### src/rtl/swr_pkg.sv
package swr_pkg;

  typedef enum logic [1:0] {
    PH_GAP_A = 2'd0,
    PH_LOW   = 2'd1,
    PH_GAP_B = 2'd2,
    PH_HIGH  = 2'd3
  } phase_e;

  typedef struct packed {
    logic up;
    logic dn;
  } verdict_t;

endpackage

### src/rtl/swr_period_reg.sv
module swr_period_reg #(
  parameter int W     = 16,
  parameter int P_MIN = 40,
  parameter int P_MAX = 400
) (
  input  logic         clk,
  input  logic         rst_n,
  input  logic         wrap,
  input  logic         raise,
  input  logic [W-1:0] step,
  output logic [W-1:0] p_q,
  output logic [W-1:0] p_adj
);

  localparam logic [W:0] LIM_LO = (W+1)'(P_MIN);
  localparam logic [W:0] LIM_HI = (W+1)'(P_MAX);

  logic [W:0] shorter;
  logic [W:0] longer;

  always_comb begin
    shorter = {1'b0, p_q} - {1'b0, step};
    longer  = {1'b0, p_q} + {1'b0, step};
    if (raise) begin
      if (shorter[W] || (shorter < LIM_LO)) p_adj = LIM_LO[W-1:0];
      else                                  p_adj = shorter[W-1:0];
    end else begin
      if (longer > LIM_HI) p_adj = LIM_HI[W-1:0];
      else                 p_adj = longer[W-1:0];
    end
  end

  always_ff @(posedge clk) begin
    if (!rst_n)    p_q <= LIM_LO[W-1:0];
    else if (wrap) p_q <= p_adj;
  end

  AST_PERIOD_IN_RANGE: assert property (@(posedge clk) disable iff (!rst_n)
    (p_q >= LIM_LO[W-1:0]) && (p_q <= LIM_HI[W-1:0]));

  AST_PERIOD_HELD: assert property (@(posedge clk) disable iff (!rst_n)
    !wrap |=> $stable(p_q));

endmodule

### src/rtl/swr_phase_gen.sv
module swr_phase_gen
  import swr_pkg::*;
#(
  parameter int W     = 16,
  parameter int DW    = 4,
  parameter int P_MIN = 40
) (
  input  logic          clk,
  input  logic          rst_n,
  input  logic [DW-1:0] dead_time,
  input  logic [W-1:0]  duty,
  input  logic [W-1:0]  period_now,
  input  logic [W-1:0]  period_adj,
  output logic          wrap,
  output logic          ls_on_evt,
  output logic          hs_on_evt,
  output phase_e        phase
);

  localparam logic [W-1:0] P_RESET = W'(P_MIN);

  logic [W-1:0]  cnt;
  logic [DW-1:0] dt_q;
  logic [W-1:0]  hs_q;
  logic [W-1:0]  dt_w;
  logic [W-1:0]  ls_end;
  logic [W-1:0]  hs_start;

  function automatic logic [W-1:0] fit_on(input logic [W-1:0] req,
                                          input logic [W-1:0] per,
                                          input logic [DW-1:0] gap);
    logic [W-1:0] lim;
    lim = per - W'({gap, 1'b0}) - W'(1);
    if (req == '0)      return W'(1);
    else if (req > lim) return lim;
    else                return req;
  endfunction

  always_comb begin
    dt_w     = W'(dt_q);
    hs_start = period_now - hs_q;
    ls_end   = hs_start - dt_w;
    wrap      = (cnt == period_now - W'(1));
    ls_on_evt = (cnt == dt_w);
    hs_on_evt = (cnt == hs_start);
    if (cnt < dt_w)          phase = PH_GAP_A;
    else if (cnt < ls_end)   phase = PH_LOW;
    else if (cnt < hs_start) phase = PH_GAP_B;
    else                     phase = PH_HIGH;
  end

  always_ff @(posedge clk) begin
    if (!rst_n) begin
      cnt  <= '0;
      dt_q <= dead_time;
      hs_q <= fit_on(duty, P_RESET, dead_time);
    end else if (wrap) begin
      cnt  <= '0;
      dt_q <= dead_time;
      hs_q <= fit_on(duty, period_adj, dead_time);
    end else begin
      cnt  <= cnt + W'(1);
    end
  end

  AST_COUNT_BELOW_PERIOD: assert property (@(posedge clk) disable iff (!rst_n)
    cnt < period_now);

  AST_LOW_BEFORE_HIGH: assert property (@(posedge clk) disable iff (!rst_n)
    hs_on_evt |-> !ls_on_evt);

endmodule

### src/rtl/swr_edge_judge.sv
module swr_edge_judge
  import swr_pkg::*;
(
  input  logic     clk,
  input  logic     rst_n,
  input  logic     det_hs,
  input  logic     det_ls,
  input  logic     ls_on_evt,
  input  logic     hs_on_evt,
  output verdict_t verdict,
  output logic     raise
);

  logic hs_m, hs_s, ls_m, ls_s;
  logic ls_ok, hs_ok;
  logic ls_ok_now, hs_ok_now;

  always_ff @(posedge clk) begin
    if (!rst_n) begin
      hs_m <= 1'b0;
      hs_s <= 1'b0;
      ls_m <= 1'b0;
      ls_s <= 1'b0;
    end else begin
      hs_m <= det_hs;
      hs_s <= hs_m;
      ls_m <= det_ls;
      ls_s <= ls_m;
    end
  end

  always_comb begin
    ls_ok_now = ls_on_evt ? ls_s : ls_ok;
    hs_ok_now = hs_on_evt ? hs_s : hs_ok;
    raise     = ls_ok_now & hs_ok_now;
  end

  always_ff @(posedge clk) begin
    if (!rst_n) begin
      ls_ok   <= 1'b0;
      hs_ok   <= 1'b0;
      verdict <= '0;
    end else begin
      ls_ok <= ls_ok_now;
      hs_ok <= hs_ok_now;
      if (hs_on_evt) begin
        verdict.up <= raise;
        verdict.dn <= ~raise;
      end else begin
        verdict <= '0;
      end
    end
  end

  AST_PULSES_EXCLUSIVE: assert property (@(posedge clk) disable iff (!rst_n)
    !(verdict.up && verdict.dn));

  AST_UP_SINGLE: assert property (@(posedge clk) disable iff (!rst_n)
    verdict.up |=> !verdict.up);

  AST_DN_SINGLE: assert property (@(posedge clk) disable iff (!rst_n)
    verdict.dn |=> !verdict.dn);

endmodule

### src/rtl/swfreq_regulator.sv
module swfreq_regulator
  import swr_pkg::*;
#(
  parameter int W          = 16,
  parameter int DW         = 4,
  parameter int PERIOD_MIN = 40,
  parameter int PERIOD_MAX = 400
) (
  input  logic          clk,
  input  logic          rst_n,
  input  logic [DW-1:0] dead_time,
  input  logic [W-1:0]  duty,
  input  logic [W-1:0]  step,
  input  logic          det_hs,
  input  logic          det_ls,
  output logic          gate_hs,
  output logic          gate_ls,
  output logic          up_pulse,
  output logic          dn_pulse,
  output logic [W-1:0]  period
);

  logic         wrap;
  logic         ls_on_evt;
  logic         hs_on_evt;
  logic         raise;
  logic [W-1:0] p_q;
  logic [W-1:0] p_adj;
  phase_e       phase;
  verdict_t     verdict;

  swr_period_reg #(
    .W     (W),
    .P_MIN (PERIOD_MIN),
    .P_MAX (PERIOD_MAX)
  ) u_period (
    .clk   (clk),
    .rst_n (rst_n),
    .wrap  (wrap),
    .raise (raise),
    .step  (step),
    .p_q   (p_q),
    .p_adj (p_adj)
  );

  swr_phase_gen #(
    .W     (W),
    .DW    (DW),
    .P_MIN (PERIOD_MIN)
  ) u_phase (
    .clk        (clk),
    .rst_n      (rst_n),
    .dead_time  (dead_time),
    .duty       (duty),
    .period_now (p_q),
    .period_adj (p_adj),
    .wrap       (wrap),
    .ls_on_evt  (ls_on_evt),
    .hs_on_evt  (hs_on_evt),
    .phase      (phase)
  );

  swr_edge_judge u_judge (
    .clk       (clk),
    .rst_n     (rst_n),
    .det_hs    (det_hs),
    .det_ls    (det_ls),
    .ls_on_evt (ls_on_evt),
    .hs_on_evt (hs_on_evt),
    .verdict   (verdict),
    .raise     (raise)
  );

  always_ff @(posedge clk) begin
    if (!rst_n) begin
      gate_hs <= 1'b0;
      gate_ls <= 1'b0;
    end else begin
      gate_hs <= (phase == PH_HIGH);
      gate_ls <= (phase == PH_LOW);
    end
  end

  assign up_pulse = verdict.up;
  assign dn_pulse = verdict.dn;
  assign period   = p_q;

  AST_NO_SHOOT_THROUGH: assert property (@(posedge clk) disable iff (!rst_n)
    !(gate_hs && gate_ls));

  AST_DECISION_AT_HS_RISE: assert property (@(posedge clk) disable iff (!rst_n)
    $rose(gate_hs) |-> (up_pulse || dn_pulse));

  AST_PULSE_DURING_HS: assert property (@(posedge clk) disable iff (!rst_n)
    (up_pulse || dn_pulse) |-> gate_hs);

endmodule

### config.mk
export PLATFORM = sky130hd
export DESIGN_NAME = swfreq_regulator
export DESIGN_NICKNAME = d
export VERILOG_FILES = /design/src/rtl/swr_pkg.sv /design/src/rtl/swr_period_reg.sv /design/src/rtl/swr_phase_gen.sv /design/src/rtl/swr_edge_judge.sv /design/src/rtl/swfreq_regulator.sv
export SDC_FILE = /design/constraint.sdc
export NUM_CORES = 1
export LEC_CHECK = 0
export BUFFER_PORTS_ARGS = -buffer_cell sky130_fd_sc_hd__buf_2
export CAP_MARGIN = 40
export CORE_MARGIN = 4
export CORE_UTILIZATION = 30
export CTS_BUF_LIST = sky130_fd_sc_hd__clkbuf_4 sky130_fd_sc_hd__clkbuf_8
export CTS_CLUSTER_DIAMETER = 80
export DETAILED_ROUTE_END_ITERATION = 16
export PLACE_DENSITY_LB_ADDON = 0.12
export SYNTH_ARGS = -nofsm -noshare
export SYNTH_HDL_FRONTEND = slang
export SYNTH_SLANG_ARGS = --single-unit
### constraint.sdc
create_clock -name clk -period 11.2 [get_ports clk]
set_input_delay 1.68 -clock clk [delete_from_list [all_inputs] [get_ports clk]]
set_output_delay 1.68 -clock clk [all_outputs]
set_load 0.005 [all_outputs]
==> out/summary.md, run 1 <==
The launching point of the worst reg2reg path is u_period.p_q[0]. Most used flip-flop cell after synthesis: dfxtp_1. The initial antenna violation count was 0. The proportion of layout cells with a drive suffix above 1 is 0.1104, and the global-route wire length before repair is 49.33 mm. Synthesis inferred 62 register bits. Entering global routing, the biggest net connects 37 pins. The fill cell total of the finished layout is 3279, and the mean instance size in the synthesized netlist is 7.784 um2. Clock skew on the completed layout was measured at 0.01789 ns. The pre-antenna-repair detailed-routing pass consisted of 5 iterations.

The highest-delay cell along the critical path was or2_1. The master cell of the clock root buffer is clkbuf_8. The worst setup path is captured at a flop. TritonCTS created 9 clock buffers. The static leakage came out at 4.250 nW. The overall global routing resource usage was 0.1871; the internal reg-to-reg setup slack was 1.09 ns. The most common cell in the synthesized netlist is nor2_1. The run gives 0.3059 as the initial core utilization.

Counting cells, the worst reg-to-reg path comes to 44. Clock latency on the worst-skew pair, taken at its later pin, is 0.37 ns. In the post-synthesis netlist, the biggest area contributors are ha_1 (17%), dfxtp_1 (9.2%), edfxtp_1 (6.6%), xnor2_1 (5.4%), nor2_1 (5.2%).

TritonCTS built the clock tree. The routed via count divided by cell count works out to 5.471. The via count of the first global-routing pass was 8424; the data required time at the worst endpoint was 11.28 ns. The tools report the number of hold-slack violations in the final timing report as 0.

The cell count after synthesis was 1171. The setup path with the least slack is of type flop to flop. The tools report the floorplan core area as 0.02980 mm2. The height of the chip was 182.3 um. Clock tree synthesis found a total of 62 sinks.

In this run the remaining antenna-violating nets after routing total 0. The post-route fraction of the period consumed by the critical path was 0.9025. The number of setup buffers added after CTS is 0. In the final layout, flip-flops and latches occupy 0.001441 mm2. The detailed router finished its first iteration with 553 violations.

The logs give 0.009115 mm2 for the post-synthesis instance area and 0.1581 for the register area share after synthesis. Setup violations remaining at the end of the flow were counted as 0. The die covers 0.03324 mm2. IR analysis of the VDD net gives a maximum drop of 47.66 uV.

The number of nets in the synthesized netlist is 1341. In this run, distinct cell masters in the synthesized netlist total 100. Based on the critical path, the design can be clocked at up to 98.93 MHz. The most area-hungry cell type in the Yosys netlist is ha_1. Summing all multi-input logic gate instances after layout gives 0.007139 mm2. After routing, the total negative slack on setup checks comes to 0 ns.

Sorting the synthesized cells by how often they occur yields nor2_1 (126), ha_1 (125), inv_1 (91). The average wire length per cell after detail routing is 19.61 um. The classification of the worst-slack hold path was flop to flop. The beginning of the worst hold path was u_judge.ls_m.

Clock-pin slew was measured on the worst setup and hold paths at 0.09 ns. Buffers placed on the I/O ports in this run total 59. The logs give 0.4508 for the worst max-slew margin expressed relative to the limit and 0 for the count of warnings emitted by yosys. The routed via count is 8775.

The worst setup path is launched from a flop. The endpoint identified for the worst register-to-register timing path is u_phase.hs_q[12]. Global routing finished with a remaining overflow of 0. At the end of routability-driven placement, the weighted congestion stood at 0.9076. The I/O pin count came out at 60. The total of max-cap violations is 0. Of all nets on the critical path, the largest fanout is 14. The tools report the total power consumption of the routed design as 0.7011 mW. The smallest clock period supported by the final layout is computed as 10.11 ns.

The deepest clock path buffer count came out at 2. The final routed wirelength across all metal layers is 31.45 mm. The data arrival at the endpoint of the critical path is 10.19 ns, and the final-stage net count is 1379.

The maximum level of the CTS H-tree was 3. The chip width works out to 182.3 um. The worst hold path cell count is 1. The number of pins with negative max-slew slack in the final report was 0; the critical path's largest stage delay was 0.55 ns. For the row count, the log shows 63.

The run finished with clean final reports. The HPWL after detailed placement was 25.16 mm; the area growth from synthesis to layout was 9.513%. The async set or reset register ratio after synthesis was 0; the antenna diode count was 0. Setup repair after global routing left no endpoint under its margin. The power per standard cell area was 70.24 mW/mm2. The fraction of synthesized cell area taken by the top area cell type works out to 0.1716.

The path with the worst hold slack has its endpoint at u_judge.ls_s. After detailed routing, the number of remaining DRC violations is 0. At the pin with the least slew margin, the transition time is 0.8031 ns.

The number of synthesized flops with an enable pin works out to 20.
-- report_power, final --
part | switching (mW) | internal (mW)
Sequential | 0.00526 | 0.242
Clock | 0.102 | 0.110
Combinational | 0.148 | 0.0939
-- critical path: cells and delay by family, from the launching register on --
family | cells | cell delay [ns]
XOR/XNOR | 1 | 0.21
adder cells (fa/ha/maj) | 5 | 1.49
multiplexers | 1 | 0.35
flip-flops | 1 | 0.48
AND/OR/NAND/NOR | 11 | 2.58
buffers and inverters | 5 | 0.56
AO/OA/AOI/OAI | 21 | 4.15
-- through the flow --
step / instance area [um2] / utilization / cells / worst slack [ns] / hold WS, ns
after floorplan: 9115 / - / 1171 / 2.964 / 0.4119
after global placement: 9772 / 0.3280 / 1588 / 1.264 / 0.4308
after detailed placement: 9772 / 0.3280 / 1588 / 1.028 / 0.4260
after CTS: 9977 / 0.3348 / 1604 / 0.9500 / 0.4515
after global routing: 9982 / 0.3350 / 1604 / 0.008332 / 0.4681
final: 9982 / 0.3350 / 1604 / 1.092 / 0.4474
-- flip-flops by register name, indices dropped and copies added (netlist names), 2 cells and up --
name and flops:
u_period.p_q 16, u_phase.cnt 16, u_phase.hs_q 16, u_phase.dt_q 4, u_judge.verdict 2
-- cells in the final DEF, fill, tap and decap left out, types with 23 or more instances in the layout --
cell type  netlist  routed
nand3_1         38      38
nor3_1          30      30
inv_1           91      91
a21o_1          31      31
nor2b_1         23      23
dfxtp_1         42      42
nor2_1         126     124
nand4_1         25      25
nand2b_1        24      24
buf_2           18      59
o21ai_0         54      54
xor2_1          30      30
o21a_1          24      24
ha_1           125     125
nand2_1         53      53
a21oi_1         70      70
xnor2_1         56      56
-- per-layer routing --
metal / up-vias / GRT usage / part of all wire
met1: 4158 / 0.2732 / 0.50
met2: 212 / 0.2887 / 0.43
met4: 0 / 0.05224 / 0.023
met5: - / 0 / 0
li1: 4376 / - / -
met3: 29 / 0.02452 / 0.043
-- final cells by class --
cell class | count | area share
clock buffers | 10 | 0.01379
clock inverters | 6 | 0.006769
flip-flops and latches | 62 | 0.1444
multi-input cells | 976 | 0.7152
inverters | 92 | 0.03460
well taps | 390 | 0.04888
repair buffers | 68 | 0.03635
-- worst max-delay path by stage --
stage	endpoint	slack [ns]	cells past startpoint	from
after floorplan	u_phase.hs_q[3]	2.96	45	u_period.p_q[0]
after global placement	u_phase.hs_q[3]	1.26	41	u_period.p_q[0]
after detailed placement	u_phase.hs_q[3]	1.03	42	u_period.p_q[0]
after CTS	u_phase.hs_q[3]	0.95	42	u_period.p_q[0]
after global routing	u_phase.hs_q[13]	0.008	44	u_period.p_q[0]
final	u_phase.hs_q[12]	1.09	44	u_period.p_q[0]
-- cell families after synthesis --
| kind of cell | count (synthesis) | synth area share |
|---|---|---|
| simple gates | 423 | 0.2467 |
| compound gates | 318 | 0.2476 |
| buf+inv | 133 | 0.06054 |
| fa+ha+maj | 130 | 0.1826 |
| xor+xnor | 86 | 0.08264 |
| flops | 62 | 0.1581 |
| mux | 19 | 0.02182 |
-- what timing repair did --
action                                  CTS  global route
endpoints found under the setup margin    0             1
endpoints found under the hold margin     0             0
hold buffers                              0             0
resized for setup                         0             2
Note: power is estimated with default switching activity, not from simulation.
==> inputs of run 2 (changes only) <==
SYNTH_HIERARCHICAL = 1   (was unset)
==> out/summary.md, run 2 <==
Minimum period implied by the final worst setup slack: 9.725 ns (-0.3833 ns). The combinational share of power is 0.346 (+0.002). The highest-delay cell along the critical path was nor2_1. Average wire length per cell after detail routing: 19.07 um (-2.7%). The worst setup path is of the flop to flop kind. Of all cell types, the one taking the most synthesized area is ha_1.

The tools report the count of warnings emitted by yosys as 6 (+6). Flip-flop and latch count after synthesis: 62 (unchanged). The count of antenna-violating nets left after detailed routing came out at 0 (unchanged).

In the synthesized netlist the dominant register cell turns out to be dfxtp_1. The total of max-cap violations is 0 (unchanged). Maximum fanout count along the critical path: 14 (unchanged). The number of buffers added to fix hold violations after cts came out at 0 (unchanged). By count the netlist is led by ha_1 (115), inv_1 (100), nor2_1 (78). In the final layout, the registers with the most flip-flops are u_period/p_q x16, u_phase/cnt x16, u_phase/hs_q x16.

The tools report the cell count after synthesis as 1111 (-5.1%). The clock slew at the register clock pins of the worst setup and hold paths works out to 0.08 ns (about the same). The via count of the first global-routing pass was 7864 (-6.6%).

The logs give 62 (unchanged) for the number of sinks driven by the clock tree and 0.3037 (-0.002214) for the initial core utilization. The run gives 63 (unchanged) as the row count. The tools report the proportion of power drawn by the clock network as 0.300 (-0.003).

The run gives 0.5213 (+0.07050) as the worst max-slew margin expressed relative to the limit. The total power consumption of the routed design is 0.6997 mW (-0.20%). The routed via count is 8257 (-5.9%), and the power per standard cell area is 70.88 mW/mm2 (+0.92%). The final routed wirelength across all metal layers was 29.43 mm (-6.4%). The post-place setup slack came out at 1.544 ns (+0.5162 ns). STA classifies the critical path startpoint as a flop. The data required time at the worst endpoint was 11.31 ns (+0.03 ns); the largest net degree at the start of global routing was 30 (-19%). For the highest clock rate, the log shows 102.8 MHz (+3.9%).

The tightest min-delay check is of the flop to flop type. By area the synthesized netlist is led by ha_1 (16%), dfxtp_1 (9.3%), edfxtp_1 (6.7%), xnor2_1 (5.5%), inv_1 (4.2%). The run gives 0.4496 mW (+0.81%) as the internal power component. The logs give 2 (unchanged) for the deepest clock path buffer count and 45.83 mm (-7.1%) for the global-route wire length before repair. The library cell used most frequently in the layout, excluding fill and tap cells, is ha_1.

The run gives 44.75 uV (-6.1%) as the maximum resistive drop on vdd. Height of the chip: 181.2 um (-0.60%). The count of buffers added by post-CTS timing repair for setup is 0 (unchanged), and the sequential cell fraction of total power is 0.354 (+0.002).

The number of hold-slack violations in the final timing report is 0 (unchanged), and the proportion of layout cells with a drive suffix above 1 is 0.1310 (+0.02058). Setup repair after global routing left no endpoint under its margin. The mean instance size in the synthesized netlist is 8.102 um2 (+4.1%), and the antenna diode count is 0 (unchanged). Total CTS buffers: 9 (unchanged).

The power spent charging and discharging nets is 0.2501 mW (-2.0%), and the routed via count divided by cell count is 5.351 (-2.2%). The final hold slack came out at 0.4386 ns (-0.008861 ns). The chip width came out at 181.2 um (-0.60%).

The register area share after synthesis was 0.1601 (+0.002000). The number of port buffers works out to 59 (unchanged). The tools report the number of pins with negative max-slew slack in the final report as 0 (unchanged).

The run finished with clean final reports. The data arrival at the endpoint of the critical path came out at 9.84 ns (-0.35 ns). The die area was 0.03284 mm2 (-1.2%). The aggregate negative setup slack is 0 ns (unchanged), and the setup-violating endpoint count in the final report is 0 (unchanged). Worst hold path cell count: 1 (unchanged).

The HPWL after detailed placement was 23.89 mm (-5.0%); the overall global routing resource usage was 0.1744 (-0.01269). The logs give 0 (unchanged) for the number of resized instances in the post-cts repair step and 0.009001 mm2 (-1.2%) for the post-synthesis instance area. The number of cells traversed by the worst register-to-register path came out at 37 (-16%). TritonCTS built the clock tree. The maximum level of the CTS H-tree is 3 (unchanged), and the area growth from synthesis to layout is 9.661%. The unique cell type count in the Yosys netlist was 109 (+9.0%); the final worst slack was 1.475 ns (+0.3833 ns).

The number of synthesized flops with an enable pin was 20 (unchanged); the net count after synthesis was 1271 (-5.2%). The final-stage net count is 1308 (-5.1%), and the slew at the pin closest to its max-slew limit is 0.7154 ns (-0.08762 ns). Among all cell types in the netlist, the one instantiated most often is ha_1. The global placer's final weighted congestion is 0.8354 (-8.0%), and the critical path's largest stage delay is 0.58 ns (+0.03 ns). The logs give 0.36 ns (about the same) for the clock latency at the later pin of the worst-skew pair and 4.148 nW (-2.4%) for the static leakage.

The initial antenna violation count came out at 0 (unchanged). The I/O pin count was 60 (unchanged). In the layout the commonest cells are ha_1 (115), inv_1 (100), nor2_1 (78). The async set or reset register ratio after synthesis works out to 0 (unchanged). The switching power as a share of total power came out at 0.3574 (-0.006489). The post-route fraction of the period consumed by the critical path is 0.8683 (-0.03422), and the post-layout utilization of the core is 0.3330 (-0.001975). Leftover overflow at the end of global routing: 0 (unchanged).

The cell sitting at the root of the clock tree is a clkbuf_8. The final setup skew came out at 0.01739 ns (-0.0004982 ns). STA classifies the critical path endpoint as a flop. The run gives 5 (unchanged) as the first-pass iteration count of the detailed router.

The logs give 526 (-4.9%) for the number of DRC violations after detailed-routing iteration 0 and 0.02964 mm2 (-0.53%) for the floorplan core area. Fraction of synthesized cell area taken by the top area cell type: 0.1599 (-0.01173). The detailed-route DRC error count was 0 (unchanged).
[run 2: cell count changes after synthesis, moves of 9 or more]
| cell | change |
|---|---|
| buf_2 | -11 |
| ha_1 | -10 |
| inv_1 | +9 |
| nor2_1 | -48 |
| nor2b_1 | +13 |
| o21a_1 | -17 |
| o21ai_0 | -27 |
[run 2: worst paths after layout]
path | startpoint | end | slack, ns
worst min-delay path | u_judge/ls_m | u_judge/ls_s | 0.44
worst max-delay path | u_period/p_q[0] | u_phase/hs_q[0] | 1.47
worst min register to register | u_judge/ls_m | u_judge/ls_s | 0.44
worst max register to register | u_period/p_q[0] | u_phase/hs_q[0] | 1.47
[run 2: final cells by class]
cell class                 instances  area (um2)
fill                            3234       19770
tap                              390       488.0
clock buffer                      10       137.6
clock inverter                     6       70.07
timing repair buffer              67       370.4
inverter                         102       382.9
sequential                        62        1441
multi-input combinational        906        6980
[run 2: kinds of logic after synthesis]
family,Yosys count,synth area share
AOI/OAI and AO/OA,295,0.2509
xor gates and xnor gates,91,0.08938
adders and majority gates,124,0.1756
buffers and inverters,143,0.06561
DFF,62,0.1601
muxes,23,0.02724
and+or+nand+nor,373,0.2312
[run 2: power by group through the flow]
| stage | clock [mW] | combinational (mW) | sequential [mW] |
|---|---|---|---|
| 2_1_floorplan | 0 | 0.181 | 0.249 |
| 6_report | 0.210 | 0.242 | 0.247 |
| 3_3_place_gp | 0 | 0.241 | 0.253 |
| 5_1_grt | 0.226 | 0.275 | 0.249 |
| 4_1_cts | 0.220 | 0.243 | 0.248 |
| 3_5_place_dp | 0 | 0.242 | 0.253 |
[run 2: worst max-delay path: cells and delay by family, from the launching register on]
kind | cells | cell delay (ns)
compound gates | 19 | 4.45
xor+xnor | 2 | 0.47
fa+ha+maj | 5 | 1.32
buf+inv | 4 | 0.56
flops | 1 | 0.47
mux | 1 | 0.15
simple gates | 6 | 2.04
[run 2: stage by stage]
| step | instance area [um2] | cells |
|---|---|---|
| 3_5_place_dp | 9663 | 1527 |
| 6_report | 9871 | 1543 |
| 5_1_grt | 9871 | 1543 |
| 2_1_floorplan | 9001 | 1111 |
| 4_1_cts | 9871 | 1543 |
| 3_3_place_gp | 9625 | 1524 |
[run 2: layer usage]
layer  share of wire  wire length (um)  global-route usage  up-vias
met5               0                 0                   0        -
met4           0.017               495             0.03332        0
met3           0.034               986             0.02476       23
met2            0.43             12760              0.2693      172
met1            0.52             15180              0.2595     3905
li1                -                 -                   -     4157
